[config.mk]
export PLATFORM = sky130hd
export DESIGN_NAME = irq_agg_unit
export DESIGN_NICKNAME = d
export VERILOG_FILES = /design/src/rtl/irq_agg_pkg.sv /design/src/rtl/irq_rise_det.sv /design/src/rtl/irq_reg_decode.sv /design/src/rtl/irq_status_bank.sv /design/src/rtl/irq_agg_unit.sv
export SDC_FILE = /design/constraint.sdc
export NUM_CORES = 1
export LEC_CHECK = 0
export ABC_CLOCK_PERIOD_IN_PS = 2700
export BUFFER_PORTS_ARGS = -buffer_cell sky130_fd_sc_hd__buf_2
export CORE_ASPECT_RATIO = 1.4
export CORE_MARGIN = 8
export CORE_UTILIZATION = 31
export CTS_CLUSTER_SIZE = 40
export DETAILED_ROUTE_END_ITERATION = 6
export HOLD_SLACK_MARGIN = 0.02
export PLACE_DENSITY = 0.75
export SLEW_MARGIN = 20
export SYNTH_ARGS = -nofsm -noshare
export SYNTH_HDL_FRONTEND = slang
export SYNTH_SLANG_ARGS = --single-unit
[constraint.sdc]
create_clock -name clk -period 2.7 [get_ports clk]
set_input_delay 0.27 -clock clk [delete_from_list [all_inputs] [get_ports clk]]
set_output_delay 0.27 -clock clk [all_outputs]
set_load 0.03 [all_outputs]
[src/rtl/irq_agg_pkg.sv]
package irq_agg_pkg;
  // Byte offsets of the three registers
  localparam logic [7:0] OFS_GLOBAL = 8'h1C;
  localparam logic [7:0] OFS_STATUS = 8'h20;
  localparam logic [7:0] OFS_ENABLE = 8'h28;

  typedef enum logic [1:0] {
    SEL_NONE   = 2'd0,
    SEL_GLOBAL = 2'd1,
    SEL_STATUS = 2'd2,
    SEL_ENABLE = 2'd3
  } reg_sel_e;
endpackage

[src/rtl/irq_rise_det.sv]
module irq_rise_det #(
  parameter int NSRC = 4
) (
  input  logic            clk,
  input  logic            rst,
  input  logic [NSRC-1:0] lvl_i,
  output logic [NSRC-1:0] rise_o
);
  logic [NSRC-1:0] prev_q;

  for (genvar k = 0; k < NSRC; k++) begin : g_src
    always_ff @(posedge clk) begin
      if (rst) prev_q[k] <= 1'b0;
      else     prev_q[k] <= lvl_i[k];
    end
    assign rise_o[k] = lvl_i[k] & ~prev_q[k];
  end
endmodule

[src/rtl/irq_reg_decode.sv]
module irq_reg_decode
  import irq_agg_pkg::*;
#(
  parameter int AW = 8
) (
  input  logic [AW-1:0] addr_i,
  output reg_sel_e      sel_o
);
  function automatic reg_sel_e decode_sel(input logic [AW-1:0] a);
    if (a == AW'(OFS_GLOBAL))      return SEL_GLOBAL;
    else if (a == AW'(OFS_STATUS)) return SEL_STATUS;
    else if (a == AW'(OFS_ENABLE)) return SEL_ENABLE;
    else                           return SEL_NONE;
  endfunction

  assign sel_o = decode_sel(addr_i);
endmodule

[src/rtl/irq_status_bank.sv]
module irq_status_bank #(
  parameter int NSRC = 4
) (
  input  logic            clk,
  input  logic            rst,
  input  logic [NSRC-1:0] set_i,
  input  logic [NSRC-1:0] toggle_i,
  output logic [NSRC-1:0] status_o
);
  // Hardware set takes priority over a software toggle on the same bit
  function automatic logic [NSRC-1:0] next_status(
    input logic [NSRC-1:0] cur,
    input logic [NSRC-1:0] set,
    input logic [NSRC-1:0] tog
  );
    return set | (cur ^ tog);
  endfunction

  logic [NSRC-1:0] status_q;

  always_ff @(posedge clk) begin
    if (rst) status_q <= '0;
    else     status_q <= next_status(status_q, set_i, toggle_i);
  end

  assign status_o = status_q;
endmodule

[src/rtl/irq_agg_unit.sv]
module irq_agg_unit
  import irq_agg_pkg::*;
#(
  parameter int NSRC    = 4,
  parameter int DW      = 32,
  parameter int AW      = 8,
  parameter int GLB_BIT = 31
) (
  input  logic            clk,
  input  logic            rst,
  input  logic [NSRC-1:0] ev_i,
  input  logic [AW-1:0]   reg_addr,
  input  logic            reg_wr,
  input  logic [DW-1:0]   reg_wdata,
  output logic [DW-1:0]   reg_rdata,
  output logic            irq_o
);
  localparam int PADW = DW - NSRC;

  function automatic logic irq_level(
    input logic            glb,
    input logic [NSRC-1:0] st,
    input logic [NSRC-1:0] en
  );
    return glb & (|(st & en));
  endfunction

  // Named internal events, visible to the bound checker
  reg_sel_e        rd_sel;
  logic [NSRC-1:0] ev_rise;
  logic [NSRC-1:0] sw_toggle;
  logic            wr_enable;
  logic            wr_global;
  logic [NSRC-1:0] status_q;
  logic [NSRC-1:0] enable_q;
  logic            gie_q;
  logic            unused_wbits;

  irq_reg_decode #(.AW(AW)) u_dec (
    .addr_i (reg_addr),
    .sel_o  (rd_sel)
  );

  irq_rise_det #(.NSRC(NSRC)) u_rise (
    .clk    (clk),
    .rst    (rst),
    .lvl_i  (ev_i),
    .rise_o (ev_rise)
  );

  assign sw_toggle = (reg_wr && rd_sel == SEL_STATUS) ? reg_wdata[NSRC-1:0] : '0;
  assign wr_enable = reg_wr && (rd_sel == SEL_ENABLE);
  assign wr_global = reg_wr && (rd_sel == SEL_GLOBAL);
  assign unused_wbits = ^reg_wdata;

  irq_status_bank #(.NSRC(NSRC)) u_stat (
    .clk      (clk),
    .rst      (rst),
    .set_i    (ev_rise),
    .toggle_i (sw_toggle),
    .status_o (status_q)
  );

  always_ff @(posedge clk) begin
    if (rst) begin
      enable_q <= '0;
      gie_q    <= 1'b0;
    end else begin
      if (wr_enable) enable_q <= reg_wdata[NSRC-1:0];
      if (wr_global) gie_q    <= reg_wdata[GLB_BIT];
    end
  end

  always_comb begin
    reg_rdata = '0;
    case (rd_sel)
      SEL_GLOBAL: reg_rdata[GLB_BIT] = gie_q;
      SEL_STATUS: reg_rdata = {{PADW{1'b0}}, status_q};
      SEL_ENABLE: reg_rdata = {{PADW{1'b0}}, enable_q};
      default:    reg_rdata = '0;
    endcase
  end

  assign irq_o = irq_level(gie_q, status_q, enable_q);
endmodule

==> metrics <==
Synth cell types=22; hold_ws=roughly 0.23 ns; IO Count=80; post-CTS sizing=0; Worst EP arrival=roughly 1.6 ns; clk buf depth=2; Hold Path Origin=reg_wdata[31]; endpoints failing setup=0; Avg WL per Cell=around 12 µm; initial antenna violation count=0; R2R Setup Slk=between 1.5 and 2 ns; IO Port Bufs=25; Via-to-Cell Ratio=approximately 4.2; DR pass1 iterations=4; Routed WL=around 1.9 mm; hold_buf cts=0; crit-path max cell delay=approximately 0.59 ns; Synth Area per Inst=8.63 µm²; reg2reg path depth=3; Reg clk slew, reported paths=~0.080 ns; Final nets=about 170; register area share after synthesis=0.305; P_leak=between 0.4 and 0.5 nW; outcome=complete, no violations; ordered list of cells on the worst path=buf_2, or4_4, or2_2, nor2_1, buf_2; HPWL after DPL=about 1.6 mm; post-synthesis mux area share=0.105; share of layout cells above drive strength 1=0.264; Final ANT Viol Nets=0; die span in y=slightly below 80 µm; GRT Overall Usage=0.0749; Int Pwr=roughly 280 µW; Flop pwr share=0.490; dpl cells=approximately 160; CP max FO=5; cell mode on critical path=buf_2; logic gate share of total power=0.228; fin. max-slew vios=0; RR Endpoint=u_stat.status_o[3]; Finished Layout Cells=around 160; synthesized area=about 850 µm²; Tcrit/Tclk final=0.702; clock power share=0.282; Clk Latency, worst-skew pair=0.27 ns; row count=22; RSZ-0062 raised after global routing=false; highest-count cells in the layout ignoring fill and taps=conb_1 (27), buf_2 (25), dfxtp_1 (13); critical path class=input port to primary output; first-pass GRT wire length=2.82 mm; number of global-route vias before repair=648; Crit path required time=2.43 ns; largest net degree at the start of global routing=14; Slew HR=0.665; dpl ws=about 0.75 ns; sw frac=0.336; Synth Area in XOR/XNOR=0; Initial DRC Count=9; GR Overflow Total=0; PwrDens=between 400 and 500 nW/µm²; Worst Clk Skew=around 0.00023 ns; commonest non-fill, non-tap cell in the layout=conb_1; Root Driver=clkbuf_4; origin of the critical flop-to-flop path=u_rise.prev_q[3]; total clock buffers created by CTS=3; CP Launch Type=input port; yosys warns=0; Max-Cap Viols=0; Starting Density=0.327; Hold Fails Final Rpt=0; Slew @ Worst Pin=around 0.5 ns; fmax=between 500 and 600 MHz; combinational family with the most area after synthesis=buffers and inverters; # DRC=0; Synth Instances=just under 100; CP max-delay cell=or4_4; Post-CTS Setup Bufs=0; Fin Setup TNS=0 ns; Post-Synth Simple-Gate Area=0.190; final setup margin=0.805 ns; NetSw=approximately 140 µW; Vias=~680; H-tree Lvls=1; FF+latch count, synth=13; Die W=between 60 and 70 µm; CTS Sinks=13; Compound-Gate Fraction of Synth Area=0.126; Hold Crit Class=input port to flop; GPL Wtd Cong=0.710; die area=between 4000 and 5000 µm²; Adder-Cell Fraction of Synth Area=0; Max IR drop VDD=0.255 mV; Ant. Diodes=0; Hold EP=gie_q; area grow syn2layout=9.66%; crit end category=primary output; beginning of the critical path=reg_addr[1]; minimum clock period=approximately 1.9 ns; cell depth of the worst hold path=3; CTS tree=yes; Core Area=between 2000 and 3000 µm²
-- cell type report --
type | count | area, µm²
clock buffers | 4 | 26.3
fillers | 278 | 1680
inverters | 5 | 18.8
multi-input cells | 78 | 462
flip-flops and latches | 13 | 260
well taps | 36 | 45.0
repair buffers | 25 | 125
-- cell families after synthesis --
group	count (synthesis)
buffers and inverters	34
AO/OA/AOI/OAI	15
AND/OR/NAND/NOR	27
other	1
flip-flops	13
multiplexers	9
-- flip-flops by register name, indices dropped and copies added (netlist names) --
name,count
u_rise.prev_q,4
u_stat.status_o,4
gie_q,1
enable_q,4
-- routing by layer --
metal	up-vias	track usage	share of wire
li1	336	-	-
met1	303	0.0808	0.37
met2	36	0.120	0.44
met3	0	0.0375	0.19
met4	0	0.0288	0
met5	-	0	0
-- metrics by stage --
stage	total power [mW]	utilization	cell area, µm²
finish	0.420	0.358	937
global route	0.441	0.358	937
floorplan	0.312	-	952
CTS	0.424	0.358	937
detailed placement	0.304	0.348	911
global placement	0.303	0.348	911
-- critical path, delay by kind of cell --
| family | cells | cell delay [ns] |
|---|---|---|
| and+or+nand+nor | 3 | 1.05 |
| buffers and inverters | 2 | 0.30 |
-- cell usage after synthesis --
cell | number | share of area
a211oi_1 | 4 | 0.035
a21boi_0 | 1 | 0.0088
a21oi_1 | 4 | 0.023
a221oi_1 | 4 | 0.041
a22oi_1 | 2 | 0.018
buf_2 | 1 | 0.0059
buf_4 | 27 | 0.24
clkbuf_1 | 1 | 0.0044
conb_1 | 1 | 0.0044
dfxtp_1 | 13 | 0.30
inv_1 | 5 | 0.022
mux2i_1 | 9 | 0.11
nand2_1 | 6 | 0.026
nand3b_1 | 1 | 0.0088
nor2_1 | 9 | 0.040
nor2b_1 | 4 | 0.029
nor3_1 | 2 | 0.012
nor3_4 | 1 | 0.019
nor4_4 | 1 | 0.025
or2_2 | 1 | 0.0073
or3b_2 | 1 | 0.010
or4_4 | 1 | 0.013
-- worst max path at each step --
stage,endpoint,slack (ns),cells after the start
floorplan,reg_rdata[0],0.81,3
global placement,reg_rdata[2],0.83,5
detailed placement,u_stat.status_o[3],0.75,5
CTS,reg_rdata[0],0.80,5
global route,reg_rdata[0],0.74,5
finish,reg_rdata[0],0.81,5
-- power groups by stage --
stage                     logic (mW)  clock network, mW  registers, mW
after floorplan                0.104                  0          0.208
after global placement        0.0933                  0          0.209
after detailed placement      0.0943                  0          0.210
after CTS                     0.0945              0.124          0.206
after global routing           0.103              0.131          0.207
final                         0.0959              0.118          0.206
Power figures use the tool's default switching activity.
